==> config.mk <==
export PLATFORM = sky130hd
export DESIGN_NAME = pipe5_core
export DESIGN_NICKNAME = d
export VERILOG_FILES = /design/src/rtl/pipe5_pkg.sv /design/src/rtl/pipe5_regfile.sv /design/src/rtl/pipe5_opnd.sv /design/src/rtl/pipe5_exec.sv /design/src/rtl/pipe5_core.sv
export SDC_FILE = /design/constraint.sdc
export NUM_CORES = 1
export LEC_CHECK = 0
export BUFFER_PORTS_ARGS = -buffer_cell sky130_fd_sc_hd__buf_4
export CAP_MARGIN = 10
export CORE_MARGIN = 5
export CORE_UTILIZATION = 55
export CTS_CLUSTER_DIAMETER = 150
export DETAILED_ROUTE_END_ITERATION = 8
export PLACE_DENSITY_LB_ADDON = 0.25
export SYNTH_ARGS = -nofsm -noshare
export SYNTH_HDL_FRONTEND = slang
export SYNTH_HIERARCHICAL = 1
export SYNTH_SLANG_ARGS = --single-unit
==> constraint.sdc <==
create_clock -name clk -period 9.4 [get_ports clk]
set_input_delay 0.47 -clock clk [delete_from_list [all_inputs] [get_ports clk]]
set_output_delay 0.47 -clock clk [all_outputs]
set_load 0.02 [all_outputs]
==> src/rtl/pipe5_pkg.sv <==
package pipe5_pkg;
  parameter int unsigned XLEN = 32;
  parameter int unsigned NREG = 16;
  localparam int unsigned RIW  = $clog2(NREG);
  localparam int unsigned IMMW = 16;

  typedef enum logic [3:0] {
    OPC_ADD   = 4'h0,
    OPC_JZ    = 4'h1,
    OPC_LOAD  = 4'h2,
    OPC_STORE = 4'h3,
    OPC_LDC   = 4'h4,
    OPC_HALT  = 4'hF
  } opc_e;

  typedef enum logic [2:0] {K_NOP, K_ADD, K_JZ, K_LOAD, K_STORE, K_LDC} kind_e;

  // decode -> execute: operands already resolved to values
  typedef struct packed {
    kind_e            kind;
    logic             wr;
    logic [RIW-1:0]   rd;
    logic [XLEN-1:0]  a;
    logic [XLEN-1:0]  b;
  } dx_t;

  // execute -> memory: result or address plus store data
  typedef struct packed {
    logic             wr;
    logic             ld;
    logic             st;
    logic [RIW-1:0]   rd;
    logic [XLEN-1:0]  val;
    logic [XLEN-1:0]  sd;
  } xm_t;

  // memory -> write-back: only what the register file needs
  typedef struct packed {
    logic             wr;
    logic [RIW-1:0]   rd;
    logic [XLEN-1:0]  val;
  } mw_t;
endpackage

==> src/rtl/pipe5_regfile.sv <==
module pipe5_regfile
  import pipe5_pkg::*;
(
  input  logic            clk,
  input  logic            rst_n,
  input  logic            we,
  input  logic [RIW-1:0]  wa,
  input  logic [XLEN-1:0] wd,
  input  logic [RIW-1:0]  ra0,
  input  logic [RIW-1:0]  ra1,
  output logic [XLEN-1:0] rd0,
  output logic [XLEN-1:0] rd1
);
  logic [XLEN-1:0] regs [NREG];

  always_ff @(posedge clk) begin
    if (!rst_n) begin
      for (int i = 0; i < NREG; i++) regs[i] <= '0;
    end else if (we) begin
      regs[wa] <= wd;
    end
  end

  // no write-through: pending writes in the last buffer are covered by the hazard logic
  assign rd0 = regs[ra0];
  assign rd1 = regs[ra1];
endmodule

==> src/rtl/pipe5_opnd.sv <==
module pipe5_opnd
  import pipe5_pkg::*;
#(
  parameter int unsigned MODE = 2
) (
  input  logic            need,
  input  logic [RIW-1:0]  src,
  input  logic [XLEN-1:0] rf_val,
  input  logic            bd_v,
  input  logic            bd_wr,
  input  logic [RIW-1:0]  bd_rd,
  input  logic            bd_ready,
  input  logic [XLEN-1:0] ex_val,
  input  logic            be_v,
  input  logic            be_wr,
  input  logic            be_ld,
  input  logic [RIW-1:0]  be_rd,
  input  logic [XLEN-1:0] be_val,
  input  logic            bm_v,
  input  logic            bm_wr,
  input  logic [RIW-1:0]  bm_rd,
  input  logic [XLEN-1:0] bm_val,
  output logic [XLEN-1:0] val,
  output logic            stall
);
  localparam bit BYP_BUF = (MODE >= 1);
  localparam bit BYP_EX  = (MODE >= 2);

  logic hit_d, hit_e, hit_m;

  assign hit_d = bd_v && bd_wr && (bd_rd == src);
  assign hit_e = be_v && be_wr && (be_rd == src);
  assign hit_m = bm_v && bm_wr && (bm_rd == src);

  // youngest producer wins; search order is decode buffer, execute buffer, memory buffer
  always_comb begin
    val   = rf_val;
    stall = 1'b0;
    if (!BYP_BUF) begin
      stall = need && (hit_d || hit_e || hit_m);
    end else if (hit_d) begin
      if (BYP_EX && bd_ready) val = ex_val;
      else                    stall = need;
    end else if (hit_e) begin
      if (be_ld) stall = need;
      else       val   = be_val;
    end else if (hit_m) begin
      val = bm_val;
    end
  end
endmodule

==> src/rtl/pipe5_exec.sv <==
module pipe5_exec
  import pipe5_pkg::*;
#(
  parameter int unsigned IAW = 8
) (
  input  dx_t             op,
  output xm_t             res,
  output logic            taken,
  output logic [IAW-1:0]  target,
  output logic [XLEN-1:0] fwd_val,
  output logic            fwd_ok
);
  always_comb begin
    res    = '0;
    res.wr = op.wr;
    res.rd = op.rd;
    unique case (op.kind)
      K_ADD:   res.val = op.a + op.b;
      K_LDC:   res.val = op.a;
      K_LOAD:  begin res.ld = 1'b1; res.val = op.a; end
      K_STORE: begin res.st = 1'b1; res.val = op.a; res.sd = op.b; end
      default: res.val = '0;
    endcase
  end

  // ALU and branch parts side by side in one stage
  assign taken   = (op.kind == K_JZ) && (op.a == '0);
  assign target  = op.b[IAW-1:0];
  assign fwd_val = res.val;
  assign fwd_ok  = (op.kind == K_ADD) || (op.kind == K_LDC);
endmodule

==> src/rtl/pipe5_core.sv <==
module pipe5_core
  import pipe5_pkg::*;
#(
  parameter int unsigned IAW      = 8,
  parameter int unsigned DAW      = 8,
  parameter int unsigned HAZ_MODE = 2
) (
  input  logic            clk,
  input  logic            rst_n,
  input  logic            start,
  output logic            done,
  output logic            imem_req,
  output logic [IAW-1:0]  imem_addr,
  input  logic [31:0]     imem_data,
  output logic            dmem_re,
  output logic            dmem_we,
  output logic [DAW-1:0]  dmem_addr,
  output logic [XLEN-1:0] dmem_wdata,
  input  logic [XLEN-1:0] dmem_rdata
);
  localparam int unsigned NSRC = 2;

  // fetch state and stage buffers
  logic            running, started;
  logic [IAW-1:0]  pc;
  logic            bf_v, bd_v, be_v, bm_v;
  logic [31:0]     bf_w;
  dx_t             bd;
  xm_t             be;
  mw_t             bm;

  // decode fields
  logic [3:0]      f_op;
  logic [RIW-1:0]  f_rd;
  logic [IMMW-1:0] f_imm;
  logic [RIW-1:0]  src_idx  [NSRC];
  logic [XLEN-1:0] rf_val   [NSRC];
  logic [XLEN-1:0] opnd_val [NSRC];
  logic [NSRC-1:0] need, opnd_stall;
  dx_t             dec_out;
  logic            dec_stall, dec_fire;

  // execute / memory
  xm_t             ex_out;
  logic            ex_taken, ex_fwd_ok, redirect;
  logic [IAW-1:0]  ex_target;
  logic [XLEN-1:0] ex_fwd_val;
  mw_t             mem_out;

  logic            fetch_go, active, accept_start, halt_word;

  assign f_op       = bf_w[31:28];
  assign f_rd       = bf_w[27:24];
  assign src_idx[0] = bf_w[23:20];
  assign src_idx[1] = bf_w[19:16];
  assign f_imm      = bf_w[15:0];

  pipe5_regfile u_rf (
    .clk (clk),
    .rst_n (rst_n),
    .we  (bm_v && bm.wr),
    .wa  (bm.rd),
    .wd  (bm.val),
    .ra0 (src_idx[0]),
    .ra1 (src_idx[1]),
    .rd0 (rf_val[0]),
    .rd1 (rf_val[1])
  );

  for (genvar g = 0; g < NSRC; g++) begin : g_src
    pipe5_opnd #(.MODE(HAZ_MODE)) u_sel (
      .need     (need[g]),
      .src      (src_idx[g]),
      .rf_val   (rf_val[g]),
      .bd_v     (bd_v),
      .bd_wr    (bd.wr),
      .bd_rd    (bd.rd),
      .bd_ready (ex_fwd_ok),
      .ex_val   (ex_fwd_val),
      .be_v     (be_v),
      .be_wr    (be.wr),
      .be_ld    (be.ld),
      .be_rd    (be.rd),
      .be_val   (be.val),
      .bm_v     (bm_v),
      .bm_wr    (bm.wr),
      .bm_rd    (bm.rd),
      .bm_val   (bm.val),
      .val      (opnd_val[g]),
      .stall    (opnd_stall[g])
    );
  end

  // decode: class, destination and which sources are read
  always_comb begin
    dec_out    = '0;
    dec_out.rd = f_rd;
    dec_out.a  = opnd_val[0];
    dec_out.b  = opnd_val[1];
    need       = '0;
    case (f_op)
      OPC_ADD:   begin dec_out.kind = K_ADD;   dec_out.wr = 1'b1; need = 2'b11; end
      OPC_JZ:    begin dec_out.kind = K_JZ;    need = 2'b11; end
      OPC_LOAD:  begin dec_out.kind = K_LOAD;  dec_out.wr = 1'b1; need = 2'b01; end
      OPC_STORE: begin dec_out.kind = K_STORE; need = 2'b11; end
      OPC_LDC:   begin
        dec_out.kind = K_LDC;
        dec_out.wr   = 1'b1;
        dec_out.a    = {{(XLEN-IMMW){1'b0}}, f_imm};
      end
      default:   dec_out.kind = K_NOP;
    endcase
  end

  assign dec_stall = bf_v && (|opnd_stall);
  assign dec_fire  = bf_v && !dec_stall && !redirect;

  pipe5_exec #(.IAW(IAW)) u_ex (
    .op      (bd),
    .res     (ex_out),
    .taken   (ex_taken),
    .target  (ex_target),
    .fwd_val (ex_fwd_val),
    .fwd_ok  (ex_fwd_ok)
  );

  assign redirect = bd_v && ex_taken;

  // memory stage
  assign dmem_re    = be_v && be.ld;
  assign dmem_we    = be_v && be.st;
  assign dmem_addr  = be.val[DAW-1:0];
  assign dmem_wdata = be.sd;

  always_comb begin
    mem_out     = '0;
    mem_out.wr  = be.wr;
    mem_out.rd  = be.rd;
    mem_out.val = be.ld ? dmem_rdata : be.val;
  end

  // fetch control
  assign fetch_go     = running && !redirect && (!bf_v || dec_fire);
  assign imem_req     = fetch_go;
  assign imem_addr    = pc;
  assign halt_word    = (imem_data[31:28] == OPC_HALT);
  assign active       = running || bf_v || bd_v || be_v || bm_v;
  assign accept_start = start && !active;
  assign done         = started && !active;

  always_ff @(posedge clk) begin
    if (!rst_n) begin
      running <= 1'b0;
      started <= 1'b0;
      pc      <= '0;
      bf_v    <= 1'b0;
      bf_w    <= '0;
      bd_v    <= 1'b0;
      bd      <= '0;
      be_v    <= 1'b0;
      be      <= '0;
      bm_v    <= 1'b0;
      bm      <= '0;
    end else begin
      bm_v <= be_v;
      bm   <= mem_out;
      be_v <= bd_v;
      be   <= ex_out;
      bd_v <= dec_fire;
      if (dec_fire) bd <= dec_out;

      if (redirect) begin
        bf_v    <= 1'b0;
        pc      <= ex_target;
        running <= 1'b1;
      end else if (fetch_go) begin
        bf_v <= 1'b1;
        bf_w <= imem_data;
        pc   <= pc + 1'b1;
        if (halt_word) running <= 1'b0;
      end else if (dec_fire) begin
        bf_v <= 1'b0;
      end

      if (accept_start) begin
        running <= 1'b1;
        started <= 1'b1;
        pc      <= '0;
      end
    end
  end
endmodule

# Word-level counts from Yosys, hierarchy flattened
# Memories as Yosys holds them, arrays and structs flattened. A register that Yosys moved wholly into a read port is not among the register bits.
# Index checks and enable logic that the tools add are counted.
classes:
  addsub: 2
  eq_ne: 16
  mux: 45
  n_bitwise: 2
  reduce_logical: 46
op_table:
  columns: ["cell", "count"]
  rows:
  - ["32-bit 2-to-1 mux", 13]
  - ["32-bit one-hot mux with 2 select lines", 1]
  - ["32-bit adder", 1]
  - ["32-bit logical NOT", 1]
  - ["32-bit OR reduction", 1]
  - ["4-bit equality test", 6]
  - ["1-bit 2-to-1 mux", 22]
  - ["1-bit logical AND", 20]
  - ["4-bit 2-to-1 mux", 5]
  - ["8-bit 2-to-1 mux", 2]
  - ["3-bit one-hot mux with 5 select lines", 1]
  - ["3-bit OR reduction", 3]
  - ["8-bit by 1-bit adder with 8-bit output, second input constant", 1]
  - ["4-bit by 2-bit equality test with 1-bit output, second input constant", 2]
  - ["3-bit by 2-bit equality test with 1-bit output, second input constant", 2]
  - ["3-bit equality test, second input constant", 2]
  - ["1-bit logical OR", 6]
  - ["2-bit AND reduction", 3]
  - ["3-bit nonzero test", 2]
  - ["2-bit OR reduction", 3]
  - ["4-bit by 1-bit equality test with 1-bit output, second input constant", 1]
  - ["4-bit by 3-bit equality test with 1-bit output, second input constant", 1]
  - ["4-bit equality test, second input constant", 1]
  - ["1-bit logical NOT", 4]
  - ["other kinds (5)", 7]
totals:
  reg_bits: 226
  mem_bits_rw: 512
  word_cells: 134
  mem_count: 1
memory_table:
  columns: ["memory", "words", "word_bits", "read_ports", "rd_clocked_by_memory_dff", "wr", "line_no", "rtl"]
  rows:
  - ["u_rf.regs", 16, 32, 2, 2, 16, "pipe5_regfile.sv:14", "logic [XLEN-1:0] regs [NREG];"]

# Logic depth before layout (Yosys ltp)
# Gate-level depths: netlist (run 1).
logic_depth:
  ltp_word: 16
  mapped_depth: 17
  mapped_depth_nobuf: 17

# By module
# Netlist (run 1), hierarchy kept.
by_module_without_submodules:
  columns: ["mod", "n_inst", "cells_each", "area_per_inst_um2"]
  rows:
  - ["pipe5_regfile", 1, 1687, 26546.7]
  - ["pipe5_core", 1, 806, 7957.6]
  - ["pipe5_opnd", 2, 268, 1994.4]
  - ["pipe5_exec", 1, 407, 2713.9]

# Worst setup path after synthesis (run 1)
# OpenSTA, ideal clock, no wires.
synth_timing:
  kind: "input to register"
  start: "input port rst_n"
  end: "memory u_rf.regs[15][0] (enable)"
  setup_time_ns: 0.466
  arrival_time_ns: 3.179
  required_ns: 8.934
  setup_slack_ns: 5.755
  path_stages: 3
  path_cell_list: "buf_2 nand4_2 o21ai_0"
synth_rtl:
  columns: ["element", "line_no", "rtl"]
  rows:
  - ["start, declared", "pipe5_core.sv:9", "input logic rst_n,"]
  - ["end, declared", "pipe5_regfile.sv:14", null]

# Worst setup path in the final report (run 1)
layout_timing:
  start: "register bf_w[17]"
  end: "output port imem_req"
layout_via:
  elab_chain_cells: 11
  elab_cells_between_ends: 13
  cone_classes: "eq/ne (2); mux (2); reduce/logical (9)"
layout_rtl:
  columns: ["element", "line_no", "rtl"]
  rows:
  - ["start, declared", "pipe5_core.sv:27", "logic [31:0] bf_w;"]
  - ["start signal, assigned", "pipe5_core.sv:178", "bf_w <= imem_data;"]
  - ["4-bit equality test", "pipe5_opnd.sv:32", "assign hit_e = be_v && be_wr && (be_rd == src);"]
  - ["1-bit logical AND", "pipe5_opnd.sv:32", null]
  - ["1-bit 2-to-1 mux", "pipe5_opnd.sv:44", "end else if (hit_e) begin"]
  - ["1-bit 2-to-1 mux *", "pipe5_opnd.sv:41", "end else if (hit_d) begin"]
  - ["net opnd_stall[1]", "pipe5_core.sv:39", "logic [NSRC-1:0] need, opnd_stall;"]
  - ["2-bit OR reduction *", "pipe5_core.sv:115", "assign dec_stall = bf_v && (|opnd_stall);"]
  - ["1-bit logical AND *", "pipe5_core.sv:115", null]
  - ["1-bit logical NOT *", "pipe5_core.sv:116", "assign dec_fire = bf_v && !dec_stall && !redirect;"]
  - ["1-bit logical AND * (2 in a row)", "pipe5_core.sv:116", null]
  - ["1-bit logical OR *", "pipe5_core.sv:143", "assign fetch_go = running && !redirect && (!bf_v || dec_fire);"]
  - ["1-bit logical AND *", "pipe5_core.sv:143", null]
  - ["end, declared", "pipe5_core.sv:12", "output logic imem_req,"]
# Mark *: on every way through the listed nets, which the timed path passes. The rest lies on a longest branch.

==> load_flow_metrics.sql, run 1 <==
INSERT INTO impl_metrics (metric_group, metric, value, unit) VALUES
('hold_path', 'min_path_cells', '3', ''),
('floorplanning', 'die_area', '80500', 'um^2'),
('global_route', 'wire_length_of_the_first_global_routing_pass', '189', 'mm'),
('critical_path', 'ff2ff_path_depth', '11', ''),
('critical_path', 'timing.critical_path.to_type', 'output pin', ''),
('drt', 'detail_route.vias_per_cell', '6.73', ''),
('drt', 'drt_first_pass_iters', '7', ''),
('critical_path', 'rr_startpoint', 'bf_w[17]', ''),
('clock_tree', 'cts_tree', 'built', ''),
('power', 'powerDensity', '173', 'nW/um^2'),
('yosys', 'synth_compound_area_share', '9.72', '%'),
('yosys', 'synthAdderAreaFrac', '1.02', '%'),
('placement', 'hpwlAfterDp', '77.4', 'mm'),
('clock_tree', 'clock_sink_count', '738', ''),
('yosys', 'synthArstFlopShare', '0', '%'),
('yosys', 'syn-num-nets', '3536', ''),
('power', 'max-vdd-ir-drop', '0.124', 'mV'),
('yosys', 'synth-xor-area-share', '0.935', '%'),
('hold_path', 'holdPathEnd', 'bm[25]', ''),
('clock_tree', 'ctsLongestPathBuffers', '3', ''),
('drt', 'drt_iter0_markers', '3961', ''),
('sta', 'post-route-period-util', '62.2', '%'),
('final_layout', 'layout-drive-gt1-share', '20.4', '%'),
('global_route', 'antenna_found_initial', '7', ''),
('sta', 'period_needed', '5.85', 'ns'),
('sta', 'achievable-frequency', '171', 'MHz'),
('power', 'static-leakage-power', '16.3', 'nW'),
('yosys', 'yosysTopAreaCell', 'sky130_fd_sc_hd__edfxtp_1', ''),
('clock_tree', 'clkLatencyLatePin', '0.64', 'ns'),
('yosys', 'ys_ff_latch', '738', ''),
('sta', 'max_slew_margin', '20.5', '%'),
('clock_tree', 'worst_setup_hold_path_clk_slew', '0.06', 'ns'),
('yosys', 'syn-cell-area', '41200', 'um^2'),
('outcome', 'outcome', 'finished, final reports clean', ''),
('yosys', 'synth.area.top_cells', 'sky130_fd_sc_hd__edfxtp_1 37%, sky130_fd_sc_hd__mux4_2 14%, sky130_fd_sc_hd__dfxtp_1 11%, sky130_fd_sc_hd__and2_1 9.6%, sky130_fd_sc_hd__mux2i_1 2.9%', ''),
('sta', 'finalSetupTns', '0', 'ns'),
('placement', 'io_buffer_count', '118', ''),
('global_route', 'grt_max_degree', '113', ''),
('yosys', 'synth-edff-count', '512', ''),
('critical_path', 'critPathMaxFanout', '70', ''),
('floorplanning', 'boundaryPins', '119', ''),
('critical_path', 'setup.worst_path.start_class', 'flip-flop', ''),
('hold_path', 'holdCritStartpoint', 'dmem_rdata[25]', ''),
('sta', 'hold_viol', '0', ''),
('drt', 'route.antenna.remaining_nets', '0', ''),
('flow_run', 'drv_cap', '0', ''),
('yosys', 'post_synth_inst_count', '3436', ''),
('yosys', 'yosysWarnings', '6', ''),
('yosys', 'post_synth_mux_area_share', '18.7', '%'),
('yosys', 'postSynth.topFlopCell', 'sky130_fd_sc_hd__edfxtp_1', ''),
('placement', 'gp_congestion', '0.944', ''),
('critical_path', 'r2r_setup_slack', '4.48', 'ns'),
('critical_path', 'critPathArrivalTime', '5.38', 'ns'),
('floorplanning', 'rows', '100', ''),
('yosys', 'synth_commonest_cells', '630 x sky130_fd_sc_hd__and2_1, 512 x sky130_fd_sc_hd__edfxtp_1, 256 x sky130_fd_sc_hd__mux4_2', ''),
('clock_tree', 'cts_hold_buf', '0', ''),
('drt', 'routed_wl', '129', 'mm'),
('global_route', 'grt_pass1_vias', '29587', ''),
('critical_path', 'worst-endpoint-required', '8.93', 'ns'),
('sta', 'final-max-slew-violation-count', '0', ''),
('sta', 'max_slew.worst_pin.slew', '1.19', 'ns'),
('critical_path', 'timing_worst_setup_path_type', 'reg2out', ''),
('clock_tree', 'clockRootBuffer', 'sky130_fd_sc_hd__clkbuf_16', ''),
('drt', 'route.detailed.drc', '0', ''),
('global_route', 'grtUsageTotal', '31.1', '%'),
('floorplanning', 'initial_core_util', '55.4', '%'),
('yosys', 'synth_top_family_by_area', 'multiplexers', ''),
('hold_path', 'holdCritPathClass', 'in2reg', ''),
('final_layout', 'design.final.nets', '3413', ''),
('drt', 'detailroute.via_count', '29286', ''),
('yosys', 'synth_cell_type_count', '75', '');
## cell type report
cell class	count	area, um^2
antenna	4	10.0
clock buffer	106	2150
fill	5798	29700
inverter	25	96.3
tap	969	1210
clock inverter	40	354
sequential	738	19900
timing repair buffer	184	1390
multi-input combinational	2284	19500
## logic make-up (layout without fill, tap and decap cells)
| logic type | count (synthesis) | after routing |
|---|---|---|
| compound gates | 563 | 563 |
| xor+xnor | 44 | 44 |
| fa+ha+maj | 33 | 33 |
| buf+inv | 414 | 355 |
| flops | 738 | 738 |
| mux | 440 | 440 |
| other cells | 0 | 4 |
| simple gates | 1204 | 1204 |
## metal layers
| layer | global-route usage (%) | wire length (um) | share of wire (%) | vias up |
|---|---|---|---|---|
| met5 | 0 | 0 | 0 | - |
| met4 | 12.2 | 5250 | 4.1 | 0 |
| met3 | 7.47 | 14700 | 11 | 338 |
| met2 | 50.9 | 61300 | 48 | 1779 |
| met1 | 40.3 | 47500 | 37 | 14735 |
| li1 | - | - | - | 12434 |
## how the worst max path moves through the flow
stage,startpoint,endpoint,slack [ns],depth (start not counted)
final,bf_w[17],imem_req,3.55,12
after floorplan,rst_n,u_rf/regs[15][0],5.75,3
after detailed placement,bf_w[20],imem_req,4.20,11
after global routing,bf_w[20],imem_req,3.16,11
after CTS,bf_w[20],imem_req,3.50,11
after global placement,bf_w[20],imem_req,4.24,11
## critical path, cell delays in order, from the launching register on
cell	delay, ns
sky130_fd_sc_hd__dfxtp_4	0.59
sky130_fd_sc_hd__buf_4	0.93
sky130_fd_sc_hd__nand2b_1	0.20
sky130_fd_sc_hd__o221ai_1	0.10
sky130_fd_sc_hd__and4b_2	0.32
sky130_fd_sc_hd__buf_4	0.58
sky130_fd_sc_hd__nor3b_1	0.14
sky130_fd_sc_hd__o21a_1	0.24
sky130_fd_sc_hd__o21ai_0	0.42
sky130_fd_sc_hd__nand3_2	0.52
sky130_fd_sc_hd__buf_4	0.44
sky130_fd_sc_hd__inv_1	0.09
sky130_fd_sc_hd__buf_4	0.13
## report_power, final
group / internal [W] / switching, W
Sequential: 0.00357 / 0.000108
Combinational: 0.000401 / 0.000547
Clock: 0.00175 / 0.00133
## through the flow
step                area, um^2  std cells  util (%)  worst slack, ns  hold slack (ns)
finish                   44600       4350      60.1             3.55           0.0754
global route             44600       4346      60.1             3.16           0.0684
CTS                      44600       4346      60.1             3.50           0.0472
detailed placement       42100       4200      56.7             4.20            0.448
global placement         42100       4200      56.7             4.24            0.434
floorplan                41200       3436         -             5.75            0.421
## flip-flops by register name, indices dropped and copies added (netlist names)
register and count:
bd 72, bd_v 1, imem_addr 8, bf_v 1
bm 37, dmem_addr 8, be 31, started 1
running 1, bm_v 1, dmem_wdata 32, u_rf/regs 512
bf_w 32, be_v 1
## layout by cell type (no fill, tap or decap), types with 18 or more instances in the layout
master and count:
sky130_fd_sc_hd__mux2_2 64, sky130_fd_sc_hd__buf_4 183, sky130_fd_sc_hd__a211oi_1 78, sky130_fd_sc_hd__o31ai_1 27
sky130_fd_sc_hd__a21oi_1 129, sky130_fd_sc_hd__nor2_1 113, sky130_fd_sc_hd__a22oi_1 131, sky130_fd_sc_hd__inv_1 24
sky130_fd_sc_hd__mux4_2 256, sky130_fd_sc_hd__and2_1 630, sky130_fd_sc_hd__nand2_1 231, sky130_fd_sc_hd__o21ai_0 30
sky130_fd_sc_hd__clkbuf_16 82, sky130_fd_sc_hd__and3_1 71, sky130_fd_sc_hd__dfxtp_1 221, sky130_fd_sc_hd__a22o_1 43
sky130_fd_sc_hd__nor2b_1 36, sky130_fd_sc_hd__edfxtp_1 512, sky130_fd_sc_hd__a211o_1 38, sky130_fd_sc_hd__xor2_1 27
sky130_fd_sc_hd__clkbuf_1 23, sky130_fd_sc_hd__mux2i_1 120, sky130_fd_sc_hd__clkinv_1 18, sky130_fd_sc_hd__ha_1 32
No activity file was read; power rests on OpenSTA's default activity.
==> inputs of run 2 (changes only) <==
Clock period 9.4 ns to 6.05 ns, I/O delays scaled along.
==> load_flow_metrics.sql, run 2 (synthesized netlist as in run 1, its figures left out) <==
INSERT INTO impl_metrics (metric_group, metric, value, unit) VALUES
('global_route', 'global_route.overflow_total', '0', ''),
('sta', 'post-route-period-util', '79.6', '%'),
('clock_tree', 'ctsLongestPathBuffers', '3', ''),
('critical_path', 'ff2ff_path_depth', '10', ''),
('final_layout', 'top_regs', 'u_rf/regs: 512 flops, bd: 72 flops, bm: 37 flops', ''),
('drt', 'route.detailed.drc', '0', ''),
('global_route', 'grt_max_degree', '103', ''),
('sta', 'max_slew.worst_pin.slew', '1.18', 'ns'),
('drt', 'drt_iter0_markers', '3830', ''),
('final_layout', 'layout_commonest_cell', 'sky130_fd_sc_hd__and2_1', ''),
('hold_path', 'holdCritPathClass', 'in2reg', ''),
('sta', 'achievable-frequency', '208', 'MHz'),
('hold_path', 'holdCritStartpoint', 'rst_n', ''),
('sta', 'max_slew_margin', '21.0', '%'),
('clock_tree', 'clockRootBuffer', 'sky130_fd_sc_hd__clkbuf_16', ''),
('critical_path', 'setup.worst_path.start_class', 'flip-flop', ''),
('critical_path', 'crit_top_cell', 'sky130_fd_sc_hd__buf_4', ''),
('floorplanning', 'boundaryPins', '119', ''),
('flow_run', 'drv_cap', '0', ''),
('final_layout', 'layout-drive-gt1-share', '20.5', '%'),
('clock_tree', 'post_cts.repair.setup_buffers', '0', ''),
('critical_path', 'critPathArrivalTime', '4.51', 'ns'),
('clock_tree', 'worst_setup_hold_path_clk_slew', '0.06', 'ns'),
('sta', 'final-max-slew-violation-count', '0', ''),
('placement', 'hpwlAfterDp', '78.8', 'mm'),
('sta', 'period_needed', '4.81', 'ns'),
('drt', 'routedWlPerCell', '29.7', 'um'),
('placement', 'gp_congestion', '0.949', ''),
('final_layout', 'n_fill_cell', '5761', ''),
('clock_tree', 'clock_sink_count', '738', ''),
('sta', 'finalClockSkew', '0.0256', 'ns'),
('global_route', 'antenna_found_initial', '1', ''),
('outcome', 'outcome', 'finished, final reports clean', ''),
('sta', 'grt_setup_unrepaired', 'no', ''),
('drt', 'drt_first_pass_iters', '6', ''),
('power', 'design_power_total', '0.0123', 'W'),
('hold_path', 'holdPathEnd', 'bf_v', ''),
('global_route', 'grt_pass1_vias', '29674', ''),
('drt', 'route.antenna.remaining_nets', '0', ''),
('power', 'powerDensity', '270', 'nW/um^2'),
('final_layout', 'design.final.nets', '3483', ''),
('critical_path', 'timing.critical_path.to_type', 'output pin', ''),
('global_route', 'wire_length_of_the_first_global_routing_pass', '192', 'mm'),
('hold_path', 'min_path_cells', '2', ''),
('power', 'max-vdd-ir-drop', '0.208', 'mV'),
('final_layout', 'largest_register_ffs', '512', ''),
('critical_path', 'critPathMaxFanout', '27', ''),
('sta', 'hold_viol', '0', ''),
('critical_path', 'crit-reg2reg-capture', 'bd[63]', ''),
('global_route', 'grtUsageTotal', '31.6', '%'),
('sta', 'setup_viol', '0', ''),
('sta', 'finalSetupTns', '0', 'ns'),
('critical_path', 'r2r_setup_slack', '1.87', 'ns'),
('critical_path', 'timing_worst_setup_path_type', 'reg2out', ''),
('floorplanning', 'floorplan.die.height', '284', 'um'),
('drt', 'detail_route.vias_per_cell', '6.75', ''),
('power', 'static-leakage-power', '16.7', 'nW'),
('clock_tree', 'cts_tree', 'built', ''),
('critical_path', 'logic_depth_of_the_worst_setup_path_including_buffers', '10', ''),
('floorplanning', 'initial_core_util', '55.4', '%'),
('critical_path', 'worst-endpoint-required', '5.75', 'ns'),
('clock_tree', 'ctsHtreeMaxLevel', '3', ''),
('clock_tree', 'clkLatencyLatePin', '0.65', 'ns'),
('placement', 'io_buffer_count', '118', ''),
('drt', 'detailroute.via_count', '29852', ''),
('floorplanning', 'die_area', '80500', 'um^2'),
('critical_path', 'critPathSlowestCell', 'sky130_fd_sc_hd__dfxtp_4', ''),
('floorplanning', 'rows', '100', ''),
('floorplanning', 'die_w', '284', 'um'),
('final_layout', 'regMostFlops', 'u_rf/regs', ''),
('floorplanning', 'design.core.area', '74300', 'um^2'),
('final_layout', 'flow.area_growth_from_synthesis', '10.5', '%'),
('critical_path', 'critical_path.top_delay_family', 'simple AND/OR/NAND/NOR gates', ''),
('critical_path', 'critPathBufInv', '3', ''),
('critical_path', 'chain_of_cells_forming_the_critical_path', 'nor2b_1 > a2111oi_4 > nand3_1 > nor3b_1 > o21a_1 > o21ai_0 > nand3_2 > buf_4 > inv_1 > buf_4', ''),
('critical_path', 'critical_path.startpoint', 'bf_w[20]', ''),
('final_layout', 'mostFrequentLayoutCells', '630 x sky130_fd_sc_hd__and2_1, 512 x sky130_fd_sc_hd__edfxtp_1, 256 x sky130_fd_sc_hd__mux4_2', ''),
('clock_tree', 'cts-buffers-inserted', '80', ''),
('critical_path', 'rr_startpoint', 'bf_w[20]', ''),
('critical_path', 'critical_path.max_stage_delay', '0.72', 'ns'),
('drt', 'routed_wl', '131', 'mm');
run 2: per-layer routing:
metal	GRT usage (%)	wire length [um]	share of wire [%]
met5	0	0	0
met4	11.9	5190	4.0
met3	7.37	14700	11
met2	52.8	63300	48
met1	40.5	47900	37
run 2: timing repair:
| item | 4_1_cts | 5_1_grt |
|---|---|---|
| endpoints found under the setup margin | 0 | 0 |
| endpoints found under the hold margin | 66 | 0 |
| hold buffers | 65 | 0 |
| resized for setup | 0 | 0 |
run 2: layout make-up:
cell class              instances  area [um^2]  share of cell area [%]
flip-flops and latches        738        19900                    43.8
repair buffers                254         2090                    4.60
diodes                          4         10.0                  0.0220
well taps                     969         1210                    2.66
multi-input cells            2284        19500                    42.8
clock buffers                 102         2160                    4.74
clock inverters                44          526                    1.15
inverters                      25         96.3                   0.212
run 2: where the power goes:
part | internal, W | switching, W | total, W | leakage (nW)
Combinational | 0.000653 | 0.000884 | 0.00154 | 8.31
Sequential | 0.00555 | 0.000146 | 0.00569 | 7.12
Clock | 0.00297 | 0.00210 | 0.00507 | 1.31
Total | 0.00917 | 0.00313 | 0.0123 | 16.7
run 2: how the worst max path moves through the flow:
| stage | slack (ns) | to |
|---|---|---|
| 6_report | 1.24 | imem_req |
| 5_1_grt | 1.0 | imem_req |
| 4_1_cts | 1.24 | imem_req |
| 3_5_place_dp | 1.82 | bd[59] |
| 3_3_place_gp | 1.84 | bd[59] |
| 2_1_floorplan | 2.45 | u_rf/regs[3][0] |
run 2: per-stage QoR:
| step | hold WS [ns] | setup WS (ns) | instances | area (um^2) | utilization [%] |
|---|---|---|---|---|---|
| 2_1_floorplan | 0.421 | 2.45 | 3436 | 41200 | - |
| 3_3_place_gp | 0.434 | 1.84 | 4204 | 42200 | 56.7 |
| 3_5_place_dp | 0.436 | 1.82 | 4205 | 42200 | 56.7 |
| 4_1_cts | 0.136 | 1.24 | 4416 | 45500 | 61.2 |
| 5_1_grt | 0.168 | 0.996 | 4416 | 45500 | 61.2 |
| 6_report | 0.173 | 1.24 | 4420 | 45500 | 61.2 |
